`src/rtl/xlt2_pkg.sv`:
```
package xlt2_pkg;

    typedef enum logic [1:0] {
        ACC_LOAD  = 2'd0,
        ACC_STORE = 2'd1,
        ACC_FETCH = 2'd2
    } acc_e;

    typedef enum logic [1:0] {
        WK_PART  = 2'd0,
        WK_PTBL  = 2'd1,
        WK_LEVEL = 2'd2
    } wk_op_e;

    typedef enum logic [1:0] {
        MD_NONE,
        MD_PART,
        MD_PROC,
        MD_BOTH
    } mode_e;

    typedef enum logic [1:0] {
        S_IDLE,
        S_ISSUE,
        S_WAIT,
        S_RESP
    } st_e;

    typedef enum logic [2:0] {
        PH_TBL_XL,
        PH_TBL_RD,
        PH_DIR_XL,
        PH_DIR_RD,
        PH_FINAL
    } ph_e;

endpackage

```
`src/rtl/xlt2_mode_dec.sv`:
```
module xlt2_mode_dec
    import xlt2_pkg::*;
(
    input  logic [1:0] kind,
    input  logic       hv,
    input  logic       ir,
    input  logic       dr,
    output logic       reloc,
    output mode_e      mode
);
    always_comb begin
        reloc = (kind == ACC_FETCH) ? ir : dr;
        if (hv) mode = reloc ? MD_PROC : MD_NONE;
        else    mode = reloc ? MD_BOTH : MD_PART;
    end
endmodule

```
`src/rtl/xlt2_ptbl_idx.sv`:
```
module xlt2_ptbl_idx #(
    parameter int AW         = 64,
    parameter int PID_W      = 20,
    parameter int SZ_W       = 5,
    parameter int ENT_SHIFT  = 4,
    parameter int BASE_SHIFT = 12
) (
    input  logic [AW-1:0]    base,
    input  logic [PID_W-1:0] pid,
    input  logic [SZ_W-1:0]  size_fld,
    output logic [AW-1:0]    ent_addr,
    output logic             over
);
    localparam logic [7:0] AW8 = 8'(AW);
    localparam logic [7:0] BS8 = 8'(BASE_SHIFT);

    logic [AW-1:0] offset;
    logic [7:0]    lim;

    always_comb begin
        offset   = {{(AW-PID_W){1'b0}}, pid} << ENT_SHIFT;
        lim      = 8'(size_fld) + BS8;
        over     = (lim >= AW8) ? 1'b0 : ((offset >> lim) != '0);
        ent_addr = base + offset;
    end
endmodule

```
`src/rtl/xlt2_merge.sv`:
```
module xlt2_merge #(
    parameter int PS_W = 6
) (
    input  logic [PS_W-1:0] ps_a,
    input  logic [PS_W-1:0] ps_b,
    input  logic [2:0]      perm_a,
    input  logic [2:0]      perm_b,
    output logic [PS_W-1:0] ps_o,
    output logic [2:0]      perm_o
);
    always_comb begin
        ps_o   = (ps_a < ps_b) ? ps_a : ps_b;
        perm_o = perm_a & perm_b;
    end
endmodule

```
`src/rtl/xlt2_seq.sv`:
```
module xlt2_seq
    import xlt2_pkg::*;
#(
    parameter int AW      = 64,
    parameter int LPID_W  = 12,
    parameter int PID_W   = 20,
    parameter int SZ_W    = 5,
    parameter int PS_W    = 6,
    parameter int MAX_LVL = 4,
    parameter int RM_IGN  = 4,
    parameter int GRA_IGN = 2
) (
    input  logic              clk,
    input  logic              rst_n,
    input  logic              req_valid,
    input  logic [1:0]        req_kind,
    input  logic              req_hv,
    input  logic              req_ir,
    input  logic              req_dr,
    input  logic [AW-1:0]     req_ea,
    input  logic [LPID_W-1:0] req_lpid,
    input  logic [PID_W-1:0]  req_pid,
    input  logic [AW-1:0]     ptbl_base,
    input  logic [SZ_W-1:0]   ptbl_size,
    output logic              wk_req_valid,
    output logic [1:0]        wk_op,
    output logic [AW-1:0]     wk_addr,
    output logic [AW-1:0]     wk_ea,
    output logic [LPID_W-1:0] wk_lpid,
    input  logic              wk_rsp_valid,
    input  logic              wk_rsp_fault,
    input  logic              wk_rsp_leaf,
    input  logic [AW-1:0]     wk_rsp_addr,
    input  logic [PS_W-1:0]   wk_rsp_psize,
    input  logic [2:0]        wk_rsp_perm,
    output logic              busy,
    output logic              done,
    output logic              fault,
    output logic [AW-1:0]     res_addr,
    output logic [PS_W-1:0]   res_psize,
    output logic [2:0]        res_perm,
    output logic              flt_proc,
    output logic              flt_table,
    output logic              flt_bound
);
    localparam int            LV_W     = (MAX_LVL > 2) ? $clog2(MAX_LVL) : 1;
    localparam logic [LV_W-1:0] LV_LAST = LV_W'(MAX_LVL - 1);
    localparam logic [AW-1:0] RM_MASK  = {AW{1'b1}} >> RM_IGN;
    localparam logic [AW-1:0] GRA_MASK = {AW{1'b1}} >> GRA_IGN;

    typedef struct packed {
        st_e               st;
        ph_e               ph;
        logic              hv;
        logic [AW-1:0]     ea;
        logic [LPID_W-1:0] lpid;
        logic [AW-1:0]     addr;
        logic [LV_W-1:0]   lvl;
        logic [PS_W-1:0]   ps;
        logic [2:0]        perm;
        logic              flt;
        logic              f_proc;
        logic              f_tbl;
        logic              f_bnd;
    } seq_t;

    seq_t q, d;

    logic            dec_reloc;
    mode_e           dec_mode;
    logic [AW-1:0]   ent_addr;
    logic            ent_over;
    logic [PS_W-1:0] m_ps;
    logic [2:0]      m_perm;

    xlt2_mode_dec u_dec (
        .kind (req_kind),
        .hv   (req_hv),
        .ir   (req_ir),
        .dr   (req_dr),
        .reloc(dec_reloc),
        .mode (dec_mode)
    );

    xlt2_ptbl_idx #(.AW(AW), .PID_W(PID_W), .SZ_W(SZ_W)) u_idx (
        .base    (ptbl_base),
        .pid     (req_pid),
        .size_fld(ptbl_size),
        .ent_addr(ent_addr),
        .over    (ent_over)
    );

    xlt2_merge #(.PS_W(PS_W)) u_merge (
        .ps_a  (q.ps),
        .ps_b  (wk_rsp_psize),
        .perm_a(q.perm),
        .perm_b(wk_rsp_perm),
        .ps_o  (m_ps),
        .perm_o(m_perm)
    );

    always_comb begin
        d = q;
        case (q.st)
            S_IDLE: begin
                if (req_valid) begin
                    d.hv     = req_hv;
                    d.ea     = req_ea & GRA_MASK;
                    d.lpid   = req_lpid;
                    d.ps     = '1;
                    d.perm   = 3'b111;
                    d.lvl    = '0;
                    d.flt    = 1'b0;
                    d.f_proc = 1'b0;
                    d.f_tbl  = 1'b0;
                    d.f_bnd  = 1'b0;
                    case (dec_mode)
                        MD_NONE: begin
                            d.addr = req_ea & RM_MASK;
                            d.st   = S_RESP;
                        end
                        MD_PART: begin
                            d.addr = req_ea & GRA_MASK;
                            d.ph   = PH_FINAL;
                            d.st   = S_ISSUE;
                        end
                        default: begin
                            if (ent_over) begin
                                d.addr   = '0;
                                d.flt    = 1'b1;
                                d.f_proc = 1'b1;
                                d.f_bnd  = 1'b1;
                                d.st     = S_RESP;
                            end else begin
                                d.addr = ent_addr;
                                d.ph   = req_hv ? PH_TBL_RD : PH_TBL_XL;
                                d.st   = S_ISSUE;
                            end
                        end
                    endcase
                end
            end
            S_ISSUE: d.st = S_WAIT;
            S_WAIT: begin
                if (wk_rsp_valid) begin
                    if (wk_rsp_fault) begin
                        d.flt    = 1'b1;
                        d.f_proc = (q.ph == PH_TBL_RD) || (q.ph == PH_DIR_RD);
                        d.f_tbl  = (q.ph == PH_TBL_XL) || (q.ph == PH_DIR_XL);
                        d.st     = S_RESP;
                    end else begin
                        d.addr = wk_rsp_addr;
                        d.st   = S_ISSUE;
                        case (q.ph)
                            PH_TBL_XL: d.ph = PH_TBL_RD;
                            PH_TBL_RD: d.ph = q.hv ? PH_DIR_RD : PH_DIR_XL;
                            PH_DIR_XL: d.ph = PH_DIR_RD;
                            PH_DIR_RD: begin
                                if (wk_rsp_leaf) begin
                                    d.ps   = m_ps;
                                    d.perm = m_perm;
                                    d.ph   = PH_FINAL;
                                    if (q.hv) d.st = S_RESP;
                                end else if (q.lvl == LV_LAST) begin
                                    d.flt    = 1'b1;
                                    d.f_proc = 1'b1;
                                    d.st     = S_RESP;
                                end else begin
                                    d.lvl = q.lvl + LV_W'(1);
                                    d.ph  = q.hv ? PH_DIR_RD : PH_DIR_XL;
                                end
                            end
                            default: begin
                                d.ps   = m_ps;
                                d.perm = m_perm;
                                d.st   = S_RESP;
                            end
                        endcase
                    end
                end
            end
            default: d.st = S_IDLE;
        endcase
    end

    always_ff @(posedge clk) begin
        if (!rst_n) q <= '0;
        else        q <= d;
    end

    always_comb begin
        case (q.ph)
            PH_TBL_RD: wk_op = WK_PTBL;
            PH_DIR_RD: wk_op = WK_LEVEL;
            default:   wk_op = WK_PART;
        endcase
        wk_req_valid = (q.st == S_ISSUE);
        wk_addr      = q.addr;
        wk_ea        = q.ea;
        wk_lpid      = q.lpid;
        busy         = (q.st != S_IDLE);
        done         = (q.st == S_RESP) && !q.flt;
        fault        = (q.st == S_RESP) && q.flt;
        res_addr     = q.addr;
        res_psize    = q.ps;
        res_perm     = q.perm;
        flt_proc     = q.f_proc;
        flt_table    = q.f_tbl;
        flt_bound    = q.f_bnd;
    end

endmodule

```
`config.mk`:
```
export PLATFORM = sky130hd
export DESIGN_NAME = xlt2_seq
export DESIGN_NICKNAME = d
export VERILOG_FILES = /design/src/rtl/xlt2_pkg.sv /design/src/rtl/xlt2_mode_dec.sv /design/src/rtl/xlt2_ptbl_idx.sv /design/src/rtl/xlt2_merge.sv /design/src/rtl/xlt2_seq.sv
export SDC_FILE = /design/constraint.sdc
export NUM_CORES = 1
export LEC_CHECK = 0
export BUFFER_PORTS_ARGS = -buffer_cell sky130_fd_sc_hd__buf_2
export CAP_MARGIN = 40
export CORE_AREA = 8 8 179 181
export CTS_CLUSTER_SIZE = 30
export DETAILED_ROUTE_END_ITERATION = 7
export DIE_AREA = 0 0 187 189
export MAX_ROUTING_LAYER = met4
export PLACE_DENSITY = 0.68
export RECOVER_POWER = 100
export SLEW_MARGIN = 20
export SYNTH_ARGS = -nofsm -noshare
export SYNTH_HDL_FRONTEND = slang
export SYNTH_SLANG_ARGS = --single-unit
export TNS_END_PERCENT = 10
```
`constraint.sdc`:
```
create_clock -name clk -period 3.56 [get_ports clk]
set_clock_uncertainty 0.2 [all_clocks]
set_input_delay 0.712 -clock clk [delete_from_list [all_inputs] [get_ports clk]]
set_output_delay 0.712 -clock clk [all_outputs]
set_load 0.1 [all_outputs]
```
== Word-level counts from Yosys, hierarchy flattened ==
Index checks and enable logic that the tools add are counted.

* Div/mod/pow operators: 0
* Bitwise operators: 1
* Reductions and logical operators: 21
* Magnitude comparators: 2
* Equal/unequal tests: 25
* Shift-type cells: 1
* Multipliers: 0
* Muxes and demuxes: 44
* $add $sub $neg: 3

{| class="wikitable"
|+ Operators with widths
! cell !! number
|-
| 161-bit 2-to-1 mux || 1
|-
| 78-bit one-hot mux with 2 select lines || 1
|-
| 64-bit one-hot mux with 2 select lines || 1
|-
| 78-bit 2-to-1 mux || 1
|-
| 75-bit 2-to-1 mux || 1
|-
| 64-bit by 24-bit adder with 64-bit output || 1
|-
| 64-bit 2-to-1 mux || 1
|-
| 64-bit nonzero test || 1
|-
| 24-bit by 8-bit right shift with 64-bit output || 1
|-
| 2-bit 2-to-1 mux || 16
|-
| 2-bit inequality test, second input constant || 9
|-
| 9-bit one-hot mux with 2 select lines || 1
|-
| 3-bit inequality test, second input constant || 4
|-
| 2-bit one-hot mux with 2 select lines || 3
|-
| 3-bit one-hot mux with 2 select lines || 2
|-
| 3-bit one-hot mux with 4 select lines || 1
|-
| 6-bit AND reduction || 2
|-
| 5-bit 2-to-1 mux || 2
|-
| 3-bit 2-to-1 mux || 3
|-
| 9-bit 2-to-1 mux || 1
|-
| 2-bit equality test, second input constant || 4
|-
| 8-bit by 7-bit greater-or-equal comparator with 1-bit output, second input constant || 1
|-
| 4-bit AND reduction || 2
|-
| 8-bit AND reduction || 1
|-
| 23 further kinds || 36
|}

* Bits in latches: 0
* ROM bits: 0
* Output and inout port bits: 222
* Memories kept: 0
* Bits of input ports: 249
* Flip-flop bits (word level): 159
* Memory bits (writable): 0

== Depth between registers and ports, before layout ==
Gate-level depths: netlist (run 1).

* Depth after elaboration: 9
* Gate-level depth with buffers: 12
* Mapped depth without buffers: 10

== By module ==
From an unflattened synthesis (run 1), not the netlist that was laid out.

* Cells, all modules: 1448
* Area total of the unflattened synthesis: 11280.8 µm²

{| class="wikitable"
|+ Modules (own cells, without submodules)
! module !! seq. area each (µm²) !! area an instance (µm²) !! times used !! cells each
|-
| xlt2_seq || 3183.1 || 8918.6 || 1 || 1105
|-
| xlt2_ptbl_idx || 0.0 || 2104.5 || 1 || 313
|-
| xlt2_merge || 0.0 || 217.7 || 1 || 26
|-
| xlt2_mode_dec || 0.0 || 40.0 || 1 || 4
|}

== Worst setup path before layout (run 1) ==
Ideal clock, no wire load.

* Path type: reg2out
* From: reg q[160] in the netlist's numbering
* To: out done
* Cell stages (with the launch flop): 6
* Required time: 2.648 ns
* Path slack: 0.117 ns
* Arrival time: 2.531 ns
* Path through: dfxtp_1 > clkbuf_1 > clkbuf_1 > buf_1 > nand2_1 > nor2_1

* Longest elaborated chain between the ends: 2

{| class="wikitable"
|+ Ends and longest elaborated chain
! element !! line !! RTL
|-
| start, declared || xlt2_seq.sv:67 || <nowiki>seq_t q, d;</nowiki>
|-
| start signal, assigned || xlt2_seq.sv:187 || <nowiki>if (!rst_n) q <= '0;</nowiki>
|-
| start signal, assigned || xlt2_seq.sv:188 || <nowiki>else q <= d;</nowiki>
|-
| 2-bit equality test || xlt2_seq.sv:202 || <nowiki>done = (q.st == S_RESP) && !q.flt;</nowiki>
|-
| 1-bit logical AND || xlt2_seq.sv:202 ||
|-
| end, declared || xlt2_seq.sv:37 || <nowiki>output logic done,</nowiki>
|}

Every way passes these cells.

== Worst setup path after layout (run 1) ==
* From: reg q[160] in the netlist's numbering
* To: out busy

* Longest elaborated chain between the ends: 1

{| class="wikitable"
|+ Ends and longest elaborated chain
! element !! line !! RTL
|-
| 2-bit nonzero test || xlt2_seq.sv:201 || <nowiki>busy = (q.st != S_IDLE);</nowiki>
|-
| end, declared || xlt2_seq.sv:36 || <nowiki>output logic busy,</nowiki>
|}

Every way passes these cells.

==> results.ini, run 1 <==
[timing]
hold_violations = 0
setup_violations = 0
clock.fmax_mhz = 301
relSlewSlack_pct = 13.2
slew_viol_final = 0
period_share_pct = 93.3
rsz0062_at_grt = no
tightestPinTransition_ps = 1310
min_period_ps = 3320

[clock_tree]
ctsRootBufferMaster = clkbuf_16
htreeDepth = 4
cts_resized = 0
cts_num_sinks = 159
hold_buffers = 0
clk_path_buf_depth = 2
tritoncts = yes
cts-buffers-inserted = 17
clk_latency_ps = 430
cts_setup_buffers = 0
clk_pin_slew_ps = 70

[synthesis]
yosysWarnings = 0
syn_area_um2 = 11100
ys_seq_area_share_pct = 28.7
ys_seq_elements = 159
syn_inst = 1489
yosysTopAreaCell = dfxtp_1
synth_edf_count = 0
synthArstFlopShare_pct = 0
synth.top_cell.area_share_pct = 28.7
yosys-top-cells-area = dfxtp_1 (29%), buf_4 (14%), nand2_1 (7.5%), a21oi_1 (7.2%), o21ai_0 (4.2%)
synthDistinctLibCells = 75
avgSynthCellArea_um2 = 7.45
synth_most_common_cell = nand2_1
synth_flop_cell = dfxtp_1
yosys-top-cells-count = nand2_1 (223), buf_4 (213), a21oi_1 (159), dfxtp_1 (159), o21ai_0 (94)

[floorplanning]
die_area_um2 = 35300
die_w_um = 187
dieHeight_um = 189
num_rows = 63
core_um2 = 29200
initial_core_util_pct = 37.9
io-pin-count = 471

[routing]
firstDrtPassIters = 5
drc = 0
wl_um = 45100
ant_nets = 0
wl_per_cell_um = 21.2
vias_per_cell = 5.59
dr_total_vias = 11904
drtIter0Drc = 1080

[grt]
grt_max_degree = 70
use_met1_pct = 31.6
grt_usage_pct = 24.8
grt_overflow = 0
met2_usage_pct = 38.9
met3_usage_pct = 5.63
grt_pass1_wl_um = 67700
antenna_found_initial = 11
first_global_vias = 11435
grt-busiest-layer = met2

[min_path]
min_path_type = flop to flop
holdPathStages = 2

[pwr]
p_per_area_nw_per_um2 = 620
p_leak_nw = 4.94
ir_drop_mv = 0.353

[placement]
dp_hpwl_um = 35000
place.gp.congestion = 0.924
dp_cells = 2086
numPortBuffers = 466
placed_area_um2 = 12400

[setup_path]
cp-end-kind = output pin
cp.required_ps = 2650
cp_cell_sequence = buf_4 -> nor2_1 -> inv_1 -> clkbuf_2
r2r_cells = 6
slowest_delay_ps = 650
criticalPathCategory = flop to output pin
start_kind = flop
cp_max_fo = 34
arrival_ps = 2410
slowest_stage = dfxtp_2

[layout]
layout.cells.non_filler = 2129
area_delta_synth_final_pct = 14.8
nNetsFinal = 1991
drive_above_1_share_pct = 20.1
fin_util_pct = 43.5
fillers = 3137
postLayoutCellArea_um2 = 12700

[outcome]
outcome = finished clean

[run]
maxCapViolations = 0

==> metal layers <==
layer	vias up	routed length (um)
li1	5598	-
met3	55	3860
met2	627	20900
met5	-	0
met4	0	905
met1	5624	19400
==> worst max-delay path: cells and delay by family (launching register included) <==
family,cells,cell delay [ps]
DFF,1,650
and+or+nand+nor,1,170
buffers and inverters,3,1100
==> sequential cells by signal, summed over array words and instances (netlist names), 3 cells and up <==
name	count
wk_lpid	12
res_psize	6
wk_ea	62
res_perm	3
q	9
res_addr	64
==> cell type report <==
type                            instances  area (um^2)  share of cell area (%)
Sequential cell                       159         3180                    25.0
Antenna cell                           11         27.5                   0.216
Clock buffer                           21          480                    3.77
Timing Repair Buffer                  513         2460                    19.3
Tap cell                              390          488                    3.83
Inverter                               28          108                   0.845
Multi-Input combinational cell        996         5830                    45.8
Clock inverter                         11          153                    1.20
==> layout by cell type (no fill, tap or decap), types with 19 or more instances in the layout <==
cell and instances:
o211ai_1 22, inv_1 27, a221oi_1 52, nor3_1 35, nand3_1 45, o21ai_0 94
or3_1 19, a21oi_1 158, buf_2 244, nand4_1 24, nand2_1 222, dfxtp_1 158
ha_1 26, clkbuf_1 221, buf_4 37, nor2_1 68
==> cell families (layout without fill, tap and decap cells) <==
group | count (synthesis) | in the layout | synth area share, %
mux | 13 | 13 | 1.19
buf+inv | 335 | 573 | 18.8
fa+ha+maj | 27 | 27 | 3.11
xor+xnor | 14 | 14 | 1.11
flops | 159 | 159 | 28.7
simple gates | 500 | 500 | 21.3
other cells | 1 | 13 | 0.0338
compound gates | 440 | 440 | 25.8
==> per-stage QoR <==
stage / TNS (ps) / setup slack (ps) / hold slack, ps / power (mW)
floorplan: 0 / 117 / 237 / 5.49
global placement: 0 / 39.6 / 239 / 5.98
detailed placement: -19.3 / -14.5 / 243 / 6.01
CTS: 0 / 259 / 252 / 8.01
global route: 0 / 107 / 275 / 8.20
finish: 0 / 239 / 253 / 7.89
==> worst paths after layout <==
path	slack [ps]	from	to
setup / recovery	240	q[160]	busy
hold / removal	250	wk_ea[11]	wk_ea[11]
setup reg to reg	340	q[160]	wk_ea[32]
hold reg to reg	250	wk_ea[11]	wk_ea[11]
==> where the power goes <==
part / switching [mW] / internal (mW)
clock network: 0.821 / 1.19
registers: 0.172 / 1.97
logic: 3.12 / 0.621
total: 4.11 / 3.78
(Power assumes the default switching activity.)
==> run 2: changes to the inputs <==
--- a/config.mk
+++ b/config.mk
@@ -12,7 +12,7 @@
 export DETAILED_ROUTE_END_ITERATION = 7
 export DIE_AREA = 0 0 187 189
 export MAX_ROUTING_LAYER = met4
-export PLACE_DENSITY = 0.68
+export PLACE_DENSITY = 0.66
 export RECOVER_POWER = 100
 export SLEW_MARGIN = 20
 export SYNTH_ARGS = -nofsm -noshare
==> results.ini, run 2 (same netlist as run 1, synthesis figures left out) <==
[routing]
top_layer = met4
wl_met1_um = 19400
firstDrtPassIters = 8
wl_per_cell_um = 20.9
wl_met2_um = 20500
vias_per_cell = 5.55
wl_um = 44600
drtIter0Drc = 888
dr_total_vias = 11842
wl_met3_um = 3650
ant_nets = 0
drc = 0

[layout]
final_common_cell = buf_2
nNetsFinal = 1997
fin_util_pct = 43.3
largest_reg_flops = 64
area_delta_synth_final_pct = 14.3
drive_above_1_share_pct = 19.8
postLayoutCellArea_um2 = 12700
fillers = 3137
final_cell_mix = buf_2 (243), clkbuf_1 (226), nand2_1 (223), a21oi_1 (159), dfxtp_1 (159)

[floorplanning]
die_w_um = 187
dieHeight_um = 189
num_rows = 63
die_area_um2 = 35300
core_um2 = 29200
io-pin-count = 471
initial_core_util_pct = 37.9

[setup_path]
slowest_delay_ps = 830
arrival_ps = 3420
r2r_cells = 7
crit-reg2reg-launch = q[159]
cp_max_fo = 15
cp_cell_sequence = nand2b_1 -> and2_1 -> and2_0 -> buf_4 -> buf_4 -> a221o_1 -> o221a_2
slowest_stage = and2_0
start_kind = flop
crit_top_cell = buf_4
cp-end-kind = flop
critPathTopFamily = simple AND/OR/NAND/NOR gates
reg2reg_setup_slack_ps = 310
r2r-end = res_addr[10]
cp.required_ps = 3730
criticalPathCategory = flop to flop
cp_num_buf_inv = 2
path_depth = 7

[clock_tree]
cts_resized = 0
cts_setup_buffers = 0
hold_buffers = 0
clk_pin_slew_ps = 70
tritoncts = yes
clk_path_buf_depth = 2
htreeDepth = 4
clk_latency_ps = 430
cts_num_sinks = 159
ctsRootBufferMaster = clkbuf_16
cts-buffers-inserted = 17

[min_path]
holdPathStages = 2
min_path_type = flop to flop
holdPathEnd = wk_ea[3]
min_from = wk_ea[3]

[grt]
grt_pass1_wl_um = 66900
antenna_found_initial = 8
first_global_vias = 11560
grt_max_degree = 65
grt_usage_pct = 24.5
grt_overflow = 0

[timing]
hold_violations = 0
rsz0062_at_grt = no
min_period_ps = 3250
setup_violations = 0
tightestPinTransition_ps = 1590
relSlewSlack_pct = -5.98
tns_ps = 0
slew_viol_final = 44
clock.fmax_mhz = 308
period_share_pct = 91.2

[pwr]
power.total_mw = 7.73
p_leak_nw = 4.93
p_per_area_nw_per_um2 = 610
ir_drop_mv = 0.308

[placement]
dp_hpwl_um = 35000
place.gp.congestion = 0.915
numPortBuffers = 466
placed_area_um2 = 12500

[outcome]
violations = capacitance limit, slew limit
outcome = finished with violations

[run]
maxCapViolations = 1

## run 2: final cells by class
class	count	area, um^2	area share [%]
clock buffer	19	443	3.49
multi-input combinational	996	5800	45.8
inverter	28	108	0.849
timing repair buffer	519	2500	19.7
tap	390	488	3.85
antenna	9	22.5	0.178
clock inverter	13	131	1.04
sequential	159	3180	25.1
## run 2: routing by layer
metal | up-vias | GRT usage, %
met4 | 0 | 8.06
li1 | 5599 | -
met5 | - | -
met2 | 582 | 38.3
met1 | 5583 | 31.0
met3 | 78 | 5.45
## run 2: stage by stage
stage	hold WS, ps	setup WS [ps]	instances
after floorplan	237	117	1490
after global placement	239	69.4	2091
after detailed placement	243	22.7	2092
after CTS	252	463	2124
after global routing	268	132	2133
final	255	314	2133
## run 2: report_power, final
part | internal [mW] | total, mW | leakage, nW | switching [mW]
clock | 1.00 | 1.85 | 0.287 | 0.845
sequential | 1.97 | 2.14 | 1.31 | 0.166
combinational | 0.629 | 3.75 | 3.33 | 3.12
total | 3.60 | 7.73 | 4.93 | 4.13
## run 2: worst max-delay path by stage
stage	end	startpoint	slack (ps)
4_1_cts	res_addr[42]	req_pid[0]	460
3_3_place_gp	res_addr[58]	req_pid[0]	70
6_report	res_addr[10]	q[159]	310
3_5_place_dp	res_addr[58]	req_pid[0]	20
5_1_grt	res_addr[22]	q[159]	130
2_1_floorplan	done	q[160]	120
## run 2: tightest hold or removal path: stages, from the launching register on
cell	delay, ps
dfxtp_1	310
nand2_1	50
a21oi_1	50
==> run 3: changes to the inputs <==
--- a/config.mk
+++ b/config.mk
@@ -14,6 +14,7 @@
 export MAX_ROUTING_LAYER = met4
 export PLACE_DENSITY = 0.66
 export RECOVER_POWER = 100
+export REMOVE_ABC_BUFFERS = 1
 export SLEW_MARGIN = 20
 export SYNTH_ARGS = -nofsm -noshare
 export SYNTH_HDL_FRONTEND = slang
==> results.ini, run 3 (same netlist as run 1, synthesis figures left out) <==
[outcome]
outcome = finished with violations
violations = capacitance limit, slew limit

[clock_tree]
cts-buffers-inserted = 17
htreeDepth = 4
clk_pin_slew_ps = 70
ctsRootBufferMaster = clkbuf_16
cts_resized = 0
clk_path_buf_depth = 2
cts_num_sinks = 159
clk_latency_ps = 440
tritoncts = yes
hold_buffers = 0
cts_setup_buffers = 0

[placement]
dp_slack_ps = 35.3
numPortBuffers = 466
placed_area_um2 = 12400
place.gp.congestion = 0.903
dp_hpwl_um = 33500

[setup_path]
cp_cell_sequence = clkbuf_2 -> nand2_1 -> nor2_1 -> clkbuf_2
cp-end-kind = output pin
criticalPathCategory = flop to output pin
reg2reg_setup_slack_ps = 450
crit_top_cell = clkbuf_2
r2r-end = res_addr[55]
cp.required_ps = 2650
slowest_delay_ps = 690
slowest_stage = clkbuf_2
start_kind = flop
r2r_cells = 8
arrival_ps = 2280
crit-reg2reg-launch = q[160]
cp_max_fo = 38

[timing]
tns_ps = 0
period_share_pct = 89.7
relSlewSlack_pct = -9.93
tightestPinTransition_ps = 1640
clock.fmax_mhz = 313
rsz0062_at_grt = no
fin_ws_ps = 365
min_period_ps = 3200
setup_violations = 0
slew_viol_final = 38
hold_violations = 0

[floorplanning]
die_w_um = 187
io-pin-count = 471
initial_core_util_pct = 37.9
dieHeight_um = 189
num_rows = 63
die_area_um2 = 35300
core_um2 = 29200

[grt]
first_global_vias = 11918
grt_overflow = 0
grt_max_degree = 72
grt_usage_pct = 24.2
grt_pass1_wl_um = 66700
antenna_found_initial = 5

[min_path]
min_path_type = flop to flop
min_from = wk_ea[22]
holdPathStages = 2
holdPathEnd = wk_ea[22]

[layout]
nNetsFinal = 1993
postLayoutCellArea_um2 = 12700
fin_util_pct = 43.4
final_cell_mix = buf_2 (245), nand2_1 (223), clkbuf_1 (218), dfxtp_1 (159), a21oi_1 (158)
fillers = 3127
drive_above_1_share_pct = 20.4
final_common_cell = buf_2
largest_reg_flops = 64
area_delta_synth_final_pct = 14.5

[routing]
firstDrtPassIters = 5
wl_um = 43700
drc = 0
drtIter0Drc = 751
wl_per_cell_um = 20.5
dr_total_vias = 11762
vias_per_cell = 5.53
ant_nets = 0

[pwr]
ir_drop_mv = 0.369
power.total_mw = 7.74
p_leak_nw = 4.94
p_per_area_nw_per_um2 = 609

[run]
maxCapViolations = 1

-- run 3: report_power, final --
group          internal, mW  leakage [nW]  switching (mW)  total (mW)
logic                 0.618          3.35            3.10        3.72
registers              1.97          1.31           0.155        2.13
clock network         0.989         0.287           0.902        1.89
total                  3.58          4.94            4.16        7.74
-- run 3: worst max-delay path by stage --
| stage | start | slack, ps | cells past startpoint | to |
|---|---|---|---|---|
| floorplan | q[160] | -2050 | 4 | q[155] |
| global placement | req_pid[10] | 50 | 10 | res_addr[28] |
| detailed placement | req_pid[10] | 40 | 10 | res_addr[32] |
| CTS | req_pid[10] | 490 | 10 | res_addr[32] |
| global route | q[160] | 180 | 9 | res_addr[53] |
| finish | q[160] | 360 | 4 | done |
-- run 3: layout make-up --
class                           count  area [um^2]  area share, %
Antenna cell                        7         17.5          0.138
Multi-Input combinational cell    996         5840           46.0
Tap cell                          390          488           3.84
Clock inverter                     15          150           1.18
Inverter                           28          108          0.847
Timing Repair Buffer              515         2480           19.6
Clock buffer                       17          425           3.35
Sequential cell                   159         3180           25.1
-- run 3: per-layer routing --
layer / track usage, % / up-vias / share of wire (%)
met4: 9.04 / 0 / 2.5
li1: - / 5571 / -
met3: 4.73 / 64 / 6.3
met5: - / - / 0
met1: 28.8 / 5620 / 42
met2: 40.4 / 507 / 49
-- run 3: worst max-delay path: cells and delay by family (launching register included) --
kind | cells | cell delay (ps)
buffers and inverters | 2 | 1170
and+or+nand+nor | 2 | 280
DFF | 1 | 380
-- run 3: stage by stage --
step	hold slack, ps	instances
after detailed placement	243	2088
after floorplan	245	1183
after global placement	238	2087
final	255	2127
after global routing	273	2125
after CTS	253	2120
